`src/rtl/rt_cmd_status.sv`:
```
module rt_cmd_status (
  input  logic        clk,
  input  logic        rst_n,
  input  logic        cmd_valid,
  input  logic [15:0] cmd_word,
  input  logic [4:0]  term_addr,
  input  logic        term_addr_par,
  input  logic        bcast_en,
  input  logic        host_illegal_n,
  input  logic        host_srq_n,
  input  logic        host_dbca_n,
  input  logic        selftest_fail,
  input  logic        wdog_timeout,
  input  logic        status_update,
  output logic        addr_good,
  output logic        cmd_accept,
  output logic        cmd_bcast,
  output logic        cmd_mode,
  output logic        in_cmd,
  output logic [15:0] status_word,
  output logic        term_fail_n
);

  logic [4:0] c_addr;
  logic [4:0] c_sub;
  logic [4:0] c_code;
  logic       c_tr;
  logic       bc_hit;
  logic       own_hit;
  logic       take;
  logic       is_mode;
  logic       is_dbc;
  logic       fault;

  logic       last_me;
  logic       last_bc;
  logic       last_dbc;
  logic       fail_lat;

  assign c_addr  = cmd_word[15:11];
  assign c_tr    = cmd_word[10];
  assign c_sub   = cmd_word[9:5];
  assign c_code  = cmd_word[4:0];

  assign addr_good = ^{term_addr, term_addr_par};

  assign bc_hit  = bcast_en & (&c_addr);
  assign own_hit = addr_good & (c_addr == term_addr) & ~bc_hit;
  assign take    = cmd_valid & (bc_hit | own_hit);

  assign is_mode = (c_sub == 5'd0) | (&c_sub);
  assign is_dbc  = c_tr & is_mode & (c_code == 5'd0);

  assign fault   = selftest_fail | wdog_timeout;

  assign term_fail_n = ~fail_lat;

  always_ff @(posedge clk or negedge rst_n) begin
    if (!rst_n) begin
      cmd_accept <= 1'b0;
      cmd_bcast  <= 1'b0;
      cmd_mode   <= 1'b0;
    end else begin
      cmd_accept <= take;
      cmd_bcast  <= take & bc_hit;
      cmd_mode   <= take & is_mode;
    end
  end

  always_ff @(posedge clk or negedge rst_n) begin
    if (!rst_n) begin
      in_cmd   <= 1'b0;
      last_me  <= 1'b0;
      last_bc  <= 1'b0;
      last_dbc <= 1'b0;
    end else if (take) begin
      in_cmd   <= 1'b1;
      last_me  <= ~host_illegal_n;
      last_bc  <= bc_hit;
      last_dbc <= is_dbc;
    end else if (status_update) begin
      in_cmd   <= 1'b0;
    end
  end

  always_ff @(posedge clk or negedge rst_n) begin
    if (!rst_n)
      status_word <= 16'h0000;
    else if (status_update)
      status_word <= {term_addr, last_me, 1'b0, ~host_srq_n, 3'b000,
                      last_bc, 2'b00, ~host_dbca_n & last_dbc & ~last_me,
                      fail_lat | fault};
  end

  always_ff @(posedge clk or negedge rst_n) begin
    if (!rst_n)
      fail_lat <= 1'b0;
    else if (fault)
      fail_lat <= 1'b1;
    else if (status_update)
      fail_lat <= 1'b0;
  end

endmodule


```
`config.mk`:
```
export PLATFORM = sky130hd
export DESIGN_NAME = rt_cmd_status
export DESIGN_NICKNAME = d
export VERILOG_FILES = /design/src/rtl/rt_cmd_status.sv
export SDC_FILE = /design/constraint.sdc
export NUM_CORES = 1
export LEC_CHECK = 0
export BUFFER_PORTS_ARGS = -buffer_cell sky130_fd_sc_hd__buf_2
export CORE_ASPECT_RATIO = 0.75
export CORE_MARGIN = 4
export CORE_UTILIZATION = 42
export CTS_BUF_LIST = sky130_fd_sc_hd__clkbuf_16
export CTS_CLUSTER_DIAMETER = 200
export CTS_CLUSTER_SIZE = 8
export DETAILED_ROUTE_END_ITERATION = 6
export GPL_ROUTABILITY_DRIVEN = 0
export GPL_TIMING_DRIVEN = 0
export PLACE_DENSITY = 0.78
export RECOVER_POWER = 50
export SYNTH_ARGS = -nofsm -noshare
export SYNTH_HDL_FRONTEND = slang
export SYNTH_SLANG_ARGS = --single-unit
```
`constraint.sdc`:
```
create_clock -name clk -period 1.24 [get_ports clk]
set_clock_uncertainty 0.2 [all_clocks]
set_input_delay 0 -clock clk [delete_from_list [all_inputs] [get_ports clk]]
set_output_delay 0 -clock clk [all_outputs]
set_load 0.01 [all_outputs]
```
Word level (Yosys, flattened, before mapping)
Index checks and enable logic that the tools add are counted.

word-level totals
  ROM bits = 0
  output and inout bits = 22
  flip-flop bits (word level) = 18
  bits in latches = 0
  memories = 0
  RAM bits = 0

cells by class
  multiply operators = 0
  div/mod/pow operators = 0
  shift operators = 0
  order comparisons = 0
  reductions and logical operators = 7
  bitwise operators = 20
  mux-type cells = 3
  add/sub/neg operators = 0
  equal/unequal tests = 1

operators by type and width
  operator           number
  $and 1x1->1        10
  $logic_not 5->1    2
  $reduce_and 5->1   2
  $not 1->1          6
  $reduce_xor 6->1   1
  $eq 5x5->1         1
  $or 1x1->1         4
  $reduce_bool 2->1  2
  $mux 1             3

Logic depth before layout (Yosys ltp)
Gate-level depths: netlist of run 1.

  depth after elaboration = 7
  depth in mapped cells = 5
  gate-level depth less buffers = 5

Least setup slack after synthesis of run 1
OpenSTA, ideal clock, no wires.

  kind = input-to-reg
  from = input cmd_word[13]
  to = register last_dbc
  cell stages on the path = 5
  arrival time = 1.262 ns
  path slack = -0.314 ns
  path buffers = 0
  cell sequence = xor2_1 a2111o_1 a2111oi_4 a21oi_2 o31ai_2

on the way
  cells in the longest elaborated chain, start to end = 6
  elaborated cells on any way between the ends = 8

ends and longest elaborated chain
  element                 RTL line  text
  start: declaration      5         input logic [15:0] cmd_word,
  $reduce_and 5->1        47        assign bc_hit = bcast_en & (&c_addr);
  $and 1x1->1             47
  $not 1->1               48        assign own_hit = addr_good & (c_addr == term_addr) & ~bc_hit;
  $and 1x1->1             48
  $or 1x1->1 (*)          49        assign take = cmd_valid & (bc_hit | own_hit);
  $and 1x1->1 (*)         49
  end signal: assignment  80        last_dbc <= is_dbc;
  end: declaration        37        logic last_dbc;

Mark *: on every way between the ends. The rest lies on a longest branch, timed or not.
A chain may end at the register's enable or synchronous reset.

Final worst setup path of run 1
  from = input cmd_word[12]
  to = register last_dbc

Same word-level chain as after synthesis.

==> run metrics, run 1 <==
crit path cell chain buf_8, xor2_2, a2111o_1, a2111oi_4, buf_4, a21oi_4, o31ai_2; Max Slew Vio Count 0; initial antenna violation count 0; number of global-route vias before repair 869; post-route cell area 1490 µm²; Detail Route Antenna Nets 0; sum of negative setup slack -0.823 ns; post-synthesis adder-cell area fraction 0%; CTS tree built; number of synthesized flops with an enable pin 0; Synth Instances 80; CP Class input port to register; min Tclk post-route 1.43 ns; leak pwr 0.768 nW; Finish-stage setup viols 6; clk slew on worst S/H paths 0.05 ns; CP max FO 5; I/O Buffers 47; most frequent cells in the layout buf_2 (40), dfrtp_1 (18), dlygate4sd3_1 (17), inv_1 (10), buf_4 (8); WL per Instance 13.3 µm; worst vdd ir 1.05 mV; P_sw 0.000465 W; RSZ-0062 raised after global routing true; placed cell count roughly 160; ys flop type dfrtp_1; Final Power 0.00181 W; xor-xnor portion of the synthesized cell area ~6.8%; Pre-antenna DRT Iters 4; largest family of logic cells by synthesized area compound AO/OA/AOI/OAI gates; non-filler cells, final 179; Max-slew headroom 65.3%; Syn Std Cell Area roughly 900 µm²; # diodes 0; Hold/Removal Path Class input port to register; mux contribution to synthesized area between 10% and 20%; Reg2Reg Depth 3; Combinational Power Share about a quarter; die area around 3000 µm²; synthesis-to-layout area growth 66.5%; Clk Latency, worst-skew pair 0.25 ns; Avg Inst Size Synth 11.2 µm²; sequential share of power about two fifths; CORE AREA 2010 µm²; Hold Path Depth 4; Internal Power between 0.001 and 0.0015 W; Final WS setup -0.193 ns; Syn. warnings 0; Max clock buf depth 2; Clock Root Buffer clkbuf_16; Max-Cap Viols 0; total number of vias 842; fmax 0.698 GHz; CP bufs+invs 2; initial drt markers 5; CTS Buf Count 3; clock power share 35.3%; Reg2Reg Setup Slack 0.24 ns; post-place instance area between 1000 and 1500 µm²; Worst path depth 7; Seq/Total Area, Yosys about half; Die W just over 60 µm; Die Height 48.0 µm; vias per cell 4.70; Starting Density between 40% and 50%; Critical Path RT ~1.2 ns; first-pass GRT wire length 3590 µm; largest net degree at the start of global routing 19; CP max stage cell a2111o_1; clk sinks 18; power per cell area 1210 nW/µm²; post-route core utilization 74.2%; final worst-path cycle share 116%; top cell family by delay on the critical path compound AO/OA/AOI/OAI gates; actual slew at the worst max-slew pin 0.520 ns; Async SR Flop Fraction 100%; Seq cells post-synth 18; count of cell types in the netlist 28; DRC violations left 0; post-synthesis compound-gate area fraction 12.7%; num rows 14; GRT overflow 0; startpoint types input port; Nets 188; final hold violations 1; WHS -0.139 ns; simple-gate share of the synthesized area 9.21%; status complete, but fails checks; Critical Path AT around 1.4 ns; layout cell share with drive strength beyond 1 between 40 and 50%; Final HPWL DP ~1700 µm; # H-tree levels 1; Sw Share 25.7%; io pins 54; DRT Wirelength around 2400 µm; Worst Setup End Kind register; violated checks hold timing, setup timing; commonest non-fill, non-tap cell in the layout buf_2; CP max stage delay 0.39 ns; total track usage roughly 17%
-- stage by stage --
| step | setup WS (ns) | hold slack (ns) |
|---|---|---|
| floorplan | -0.253 | -0.496 |
| global placement | -0.450 | -0.261 |
| detailed placement | -0.497 | -0.253 |
| CTS | -0.172 | -0.152 |
| global route | -0.274 | -0.110 |
| finish | -0.193 | -0.139 |
-- kinds of logic (layout without fill, tap and decap cells) --
| group | count (synthesis) | in the layout |
|---|---|---|
| DFF | 18 | 18 |
| buffers and inverters | 17 | 87 |
| and+or+nand+nor | 16 | 16 |
| AOI/OAI and AO/OA | 12 | 12 |
| muxes | 9 | 9 |
| xor gates and xnor gates | 7 | 7 |
| other | 1 | 6 |
-- synthesized netlist by cell type, drive strengths merged (2+ instances only) --
cell type / n / share of area (%)
dfrtp: 18 / 50
a31oi: 2 / 1.4
mux2i: 2 / 2.2
xor2: 3 / 2.9
nor2: 6 / 2.5
xnor2: 4 / 3.9
nand3: 2 / 1.1
mux2: 7 / 8.8
o21ai: 3 / 1.7
buf: 6 / 5.0
inv: 10 / 4.2
-- worst paths after layout --
| check | from | end |
|---|---|---|
| max | cmd_word[12] | last_dbc$_DFFE_PN0P_ |
| min | cmd_word[4] | last_dbc$_DFFE_PN0P_ |
| max reg2reg | last_dbc$_DFFE_PN0P_ | last_dbc$_DFFE_PN0P_ |
| min reg2reg | last_bc$_DFFE_PN0P_ | last_bc$_DFFE_PN0P_ |
| max in group asynchronous | rst_n | cmd_accept$_DFF_PN0_ |
| min in group asynchronous | rst_n | status_word[8]$_DFFE_PN0P_ |
-- power groups by stage --
stage          sequential [W]  clock, W  combinational, W
2_1_floorplan        0.000749         0          0.000194
3_3_place_gp         0.000725         0          0.000372
3_5_place_dp         0.000732         0          0.000385
4_1_cts              0.000722  0.000643          0.000431
5_1_grt              0.000732  0.000664          0.000497
6_report             0.000723  0.000638          0.000449
-- metal layers --
| layer | up-vias | part of all wire (%) | GRT usage, % |
|---|---|---|---|
| met5 | - | 0 | 0 |
| met2 | 35 | 54 | 33.5 |
| met1 | 392 | 37 | 17.8 |
| met3 | 4 | 7.8 | 5.12 |
| met4 | 0 | 1.7 | 7.20 |
| li1 | 411 | - | - |
-- worst min-delay path: stages --
cell and delay, ns:
buf_2 0.07, nor4_1 0.03, nand3b_1 0.09, o31ai_2 0.07
-- area by class of cell --
cell class,count,area [µm²]
repair buffers,66,439
well taps,24,30.0
flip-flops and latches,18,450
fillers,141,520
clock inverters,1,3.75
plain buffers,7,48.8
clock buffers,3,75.1
multi-input cells,50,409
inverters,10,37.5
-- state kept, by name (all words and copies together), names as in the netlist --
register	cells
last_dbc	1
in_cmd	1
cmd_bcast	1
cmd_mode	1
cmd_accept	1
last_me	1
fail_lat	1
status_word	10
last_bc	1
-- repair_timing --
action                                  CTS  global route
endpoints found under the hold margin    34             2
hold buffers                             16             1
endpoints found under the setup margin    6             7
buffers inserted                          0             2
pin swaps                                 2             1
gates resized for setup                   4             5
(Power assumes the default switching activity.)
==> inputs of run 2 (changes only) <==
CORE_UTILIZATION = 38   (was 42)
PLACE_DENSITY = 0.75   (was 0.78)
clock period = 1.3 ns   (was 1.24 ns; I/O delays follow)
==> run 2 against run 1 <==
The run still ends with hold timing, setup timing left. Cell area grew 2.1%. Register-to-register slack gained 0.03 ns. Final cell count grew 5.6%. Sequential share of layout area shrank 0.62 points. Via count grew 1.7%. Non-clock buffer count grew 2. Highest routed layer unchanged. Global-route usage shrank 0.33 points. Sequential power shrank 4.6%. Critical path type unchanged. Die area grew 8.9%. Worst hold slack gained 0.019 ns. Core utilization shrank 2.2 points.
==> run metrics, run 2 (same netlist as run 1, synthesis figures left out) <==
sum of negative setup slack -0.591 ns; layout cell share with drive strength beyond 1 44.6%; CTS tree built; WL per Instance 13.3 µm; initial drt markers 23; Multi-input gate area 415 µm²; Reg area 450 µm²; Max Slew Vio Count 0; RSZ-0062 raised after global routing true; Max clock buf depth 2; most frequent cells in the layout buf_2 (38), dfrtp_1 (18), dlygate4sd3_1 (18), inv_1 (10), buf_4 (9); number of global-route vias before repair 942; fmax 0.696 GHz; Largest register FFs 10; largest net degree at the start of global routing 19; Detail Route Antenna Nets 0; min Tclk post-route 1.44 ns; Starting Density 42.3%; I/O Buffers between 40 and 50; # diodes 0; Biggest register status_word; power per cell area 1140 nW/µm²; die area 3210 µm²; violated checks hold timing, setup timing; post-route core utilization 72.0%; Die W 64.1 µm; CP max stage delay 0.42 ns; Final WS setup -0.136 ns; leak pwr 0.773 nW; first-pass GRT wire length 4170 µm; total track usage 17.0%; DRC violations left 0; top cell family by delay on the critical path compound AO/OA/AOI/OAI gates; vias per cell 4.53; status complete, but fails checks; clk sinks 18; GRT overflow 0; CP bufs+invs 2; # H-tree levels 1; Max-slew headroom 65.1%; commonest non-fill, non-tap cell in the layout buf_2; WHS -0.120 ns; crit path cell chain buf_6, nor2b_4, a2111o_1, a2111oi_4, a21oi_4, buf_4, nor2_2; worst vdd ir between 0.5 and 0.6 mV; CTS Buf Count 3; Clk Latency, worst-skew pair 0.24 ns; Final HPWL DP between 1500 and 2000 µm; filler instances 149; CP Class input port to register; startpoint types input port; Finish-stage setup viols 6; CP max FO 4; cts hold-fix bufs 18; initial antenna violation count 0; actual slew at the worst max-slew pin about 0.52 ns; final worst-path cycle share 110%; clk slew on worst S/H paths around 0.05 ns; Hold/Removal Path Class input port to register; Pre-antenna DRT Iters 4; total number of vias 856; Critical Path AT 1.41 ns; num rows 14; Clock Root Buffer clkbuf_16; Critical Path RT 1.28 ns; Worst Setup End Kind register; CP max stage cell a2111o_1; Nets 190; Die Height 50.1 µm; DRT Wirelength 2510 µm; final hold violations 2; synthesis-to-layout area growth 70.0%; CORE AREA 2120 µm²; io pins 54; Max-Cap Viols 0
[run 2: cell types whose count changed in the layout (fill, tap and decap cells not counted)]
cell           previous run  this run
buf_4                     8         9
xor2_1                    2         3
xnor2_2                   1         2
nor2_1                    6         5
o21ai_1                   1         0
dlygate4sd3_1            17        18
buf_2                    40        38
o21ai_2                   0         1
xor2_2                    1         0
nor2_2                    0         1
xnor2_1                   3         2
clkbuf_1                  4         6
[run 2: cell type report]
class                      instances  share of cell area, %
buffer                             7                   3.20
clock buffer                       3                   4.92
clock inverter                     1                  0.246
inverter                          10                   2.46
multi-input combinational         50                   27.2
sequential                        18                   29.5
tap                               32                   2.63
timing repair buffer              68                   29.8
[run 2: worst paths after layout]
check,startpoint,endpoint,slack [ns],cells past startpoint
worst min register to register,last_bc$_DFFE_PN0P_,last_bc$_DFFE_PN0P_,0.28,1
worst max-delay path,cmd_word[15],cmd_mode$_DFF_PN0_,-0.14,7
worst max register to register,last_dbc$_DFFE_PN0P_,last_dbc$_DFFE_PN0P_,0.27,3
worst min-delay path,cmd_word[0],last_dbc$_DFFE_PN0P_,-0.12,4
min in group asynchronous,rst_n,last_me$_DFFE_PN0P_,0.04,2
max in group asynchronous,rst_n,status_word[11]$_DFFE_PN0P_,0.55,2
[run 2: what timing repair did]
item,4_1_cts,5_1_grt
buffers inserted,1,2
hold endpoints to repair,34,2
endpoints found under the setup margin,6,7
pin swaps,3,2
gates resized for setup,8,4
[run 2: worst register-to-register path: cells and delay by family (launching register included)]
family | cells | cell delay (ns)
buffers and inverters | 1 | 0.04
AOI/OAI and AO/OA | 2 | 0.34
DFF | 1 | 0.35
[run 2: per-stage QoR]
stage	instances	setup slack, ns	hold slack (ns)	power, W	instance area, µm²
floorplan	85	-0.193	-0.496	0.000899	916
global placement	164	-0.380	-0.260	0.00105	1190
detailed placement	164	-0.465	-0.247	0.00107	1190
CTS	187	-0.142	-0.115	0.00174	1500
global route	189	-0.196	-0.0990	0.00184	1530
finish	189	-0.136	-0.120	0.00174	1530
[run 2: per-layer routing]
layer / wire length, µm / share of wire [%] / vias to the layer above / track usage [%]
met5: 0 / 0 / - / 0
met4: 31 / 1.2 / 0 / 4.56
met3: 186 / 7.4 / 4 / 5.68
met2: 1340 / 54 / 36 / 33.8
met1: 948 / 38 / 402 / 16.7
li1: - / - / 414 / -
[run 2: power breakdown]
group	internal [W]	switching, W	leakage [nW]
Clock	0.000408	0.000201	0.0385
Combinational	0.000235	0.000207	0.517
Sequential	0.000644	0.0000452	0.217
==> inputs of run 3 (changes only) <==
CELL_PAD_IN_SITES_DETAIL_PLACEMENT = 1   (was unset)
CELL_PAD_IN_SITES_GLOBAL_PLACEMENT = 1   (was unset)
CORE_UTILIZATION = 27   (was 38)
PLACE_DENSITY = unset   (was 0.75)
PLACE_DENSITY_LB_ADDON = 0.1   (was unset)
==> run 3 against run 2 <==
Clock power increased by 2%. Flip-flop and latch count stayed put. Worst setup slack better by 0.035 ns. Maximum frequency grew 2.5%. Routed wire length grew 2.0%. The flow still finishes with violations (hold timing, setup timing). Die area increased by 35%. Cell area is 0.16% lower.
==> run metrics, run 3 (same netlist as run 1, synthesis figures left out) <==
crit path cell chain buf_6, xor2_2, a2111o_1, a2111oi_4, a21oi_4, o31ai_2; CORE AREA 3060 µm²; clock power share 35.8%; Starting Density between 20% and 30%; Hold/Removal Path Class input port to register; DRC violations left 0; io pins 54; status complete, but fails checks; fmax 0.714 GHz; CP max FO 5; Clk Latency, worst-skew pair 0.25 ns; DRT Wirelength 2560 µm; sequential share of power 39.6%; CP max stage cell a2111oi_4; number of global-route vias before repair 956; total number of vias roughly 850; Max-Cap Viols 0; violated checks hold timing, setup timing; num rows 17; WHS -0.138 ns; Worst Setup End Kind register; Max clock buf depth 2; Max Slew Vio Count 0; Critical Path AT around 1.4 ns; CP max stage delay 0.40 ns; Multi-input gate area 409 µm²; initial antenna violation count 0; layout cell share with drive strength beyond 1 between 40% and 50%; Critical Path RT 1.27 ns; initial drt markers 21; Finish-stage setup viols 5; clk slew on worst S/H paths about 0.050 ns; Nets 189; most frequent cells in the layout buf_2 (39), dlygate4sd3_1 (19), dfrtp_1 (18), inv_1 (10); Max-slew headroom about two thirds; sum of negative setup slack -0.295 ns; largest net degree at the start of global routing 19; total track usage 12.8%; Pre-antenna DRT Iters 4; Die Height 57.9 µm; # diodes 0; commonest non-fill, non-tap cell in the layout buf_2; worst vdd ir 0.440 mV; # H-tree levels 1; Internal Power 0.00129 W; startpoint types input port; Sw Share 26.2%; min Tclk post-route 1.40 ns; RSZ-0062 raised after global routing true; CTS tree built; Combinational Power Share 24.6%; CTS Buf Count 3; CP bufs+invs 1; Die W 74.6 µm; filler instances 352; CP Class input port to register; leak pwr 0.766 nW; die area approximately 4300 µm²; clk sinks 18; Final HPWL DP roughly 1900 µm; actual slew at the worst max-slew pin 0.527 ns; synthesis-to-layout area growth 69.7%; Largest register FFs 10; vias per cell 4.39; Biggest register status_word; first-pass GRT wire length 4300 µm; final worst-path cycle share 108%; I/O Buffers 47; post-route cell area 1520 µm²; P_sw roughly 0.00046 W; WL per Instance 13.2 µm; power per cell area 1150 nW/µm²; post-place instance area 1200 µm²; top cell family by delay on the critical path compound AO/OA/AOI/OAI gates; Detail Route Antenna Nets 0; GRT overflow 0; post-route core utilization 49.7%; Final WS setup -0.101 ns; final hold violations 2; Reg area 450 µm²; worst slack, placed -0.436 ns; Clock Root Buffer clkbuf_16
run 3: cell types whose count changed in the layout (fill, tap and decap cells not counted), sizes merged:
cell         before  now
buf              50   49
clkbuf           10    9
dlygate4sd3      18   19
run 3: worst min-delay path: stages:
cell and delay, ns:
buf_2 0.08, nor4_1 0.04, nand3b_1 0.09, o31ai_2 0.07
run 3: layout make-up:
| cell class | instances | area share (%) |
|---|---|---|
| Multi-Input combinational cell | 50 | 26.9 |
| Clock inverter | 1 | 0.247 |
| Timing Repair Buffer | 67 | 29.6 |
| Buffer | 7 | 3.20 |
| Inverter | 10 | 2.47 |
| Clock buffer | 3 | 4.93 |
| Tap cell | 38 | 3.12 |
| Sequential cell | 18 | 29.6 |
run 3: power groups by stage:
stage	sequential (W)	clock, W	combinational, W
6_report	0.000691	0.000624	0.000429
5_1_grt	0.000702	0.000661	0.000475
4_1_cts	0.000691	0.000641	0.000426
3_5_place_dp	0.000701	0	0.000367
3_3_place_gp	0.000696	0	0.000359
2_1_floorplan	0.000714	0	0.000185
run 3: per-stage QoR:
stage	power (W)	cells
after floorplan	0.000899	85
final	0.00174	194
after CTS	0.00176	192
after detailed placement	0.00107	170
after global routing	0.00184	194
after global placement	0.00105	170
run 3: worst paths after layout:
path	from	to	slack (ns)	cells past startpoint
setup reg to reg	last_dbc$_DFFE_PN0P_	last_dbc$_DFFE_PN0P_	0.30	3
hold / removal	cmd_word[0]	last_dbc$_DFFE_PN0P_	-0.14	4
min in group asynchronous	rst_n	status_word[11]$_DFFE_PN0P_	0.03	2
hold reg to reg	status_word[15]$_DFFE_PN0P_	status_word[15]$_DFFE_PN0P_	0.30	1
max in group asynchronous	rst_n	status_word[1]$_DFFE_PN0P_	0.54	2
setup / recovery	cmd_word[12]	last_dbc$_DFFE_PN0P_	-0.10	6
run 3: what timing repair did:
| item | in CTS | in global routing |
|---|---|---|
| buffers inserted | 1 | 0 |
| hold endpoints to repair | 34 | 2 |
| pin swaps | 3 | 3 |
| endpoints found under the setup margin | 6 | 6 |
| hold buffers | 17 | 2 |
| gates resized for setup | 7 | 4 |
run 3: routing by layer:
layer | GRT usage, % | vias to the layer above | share of wire, %
met2 | 22.8 | 35 | 50
met4 | 2.28 | 0 | 0.90
met3 | 5.55 | 3 | 10
li1 | - | 414 | -
met5 | 0 | - | 0
met1 | 14.2 | 399 | 40
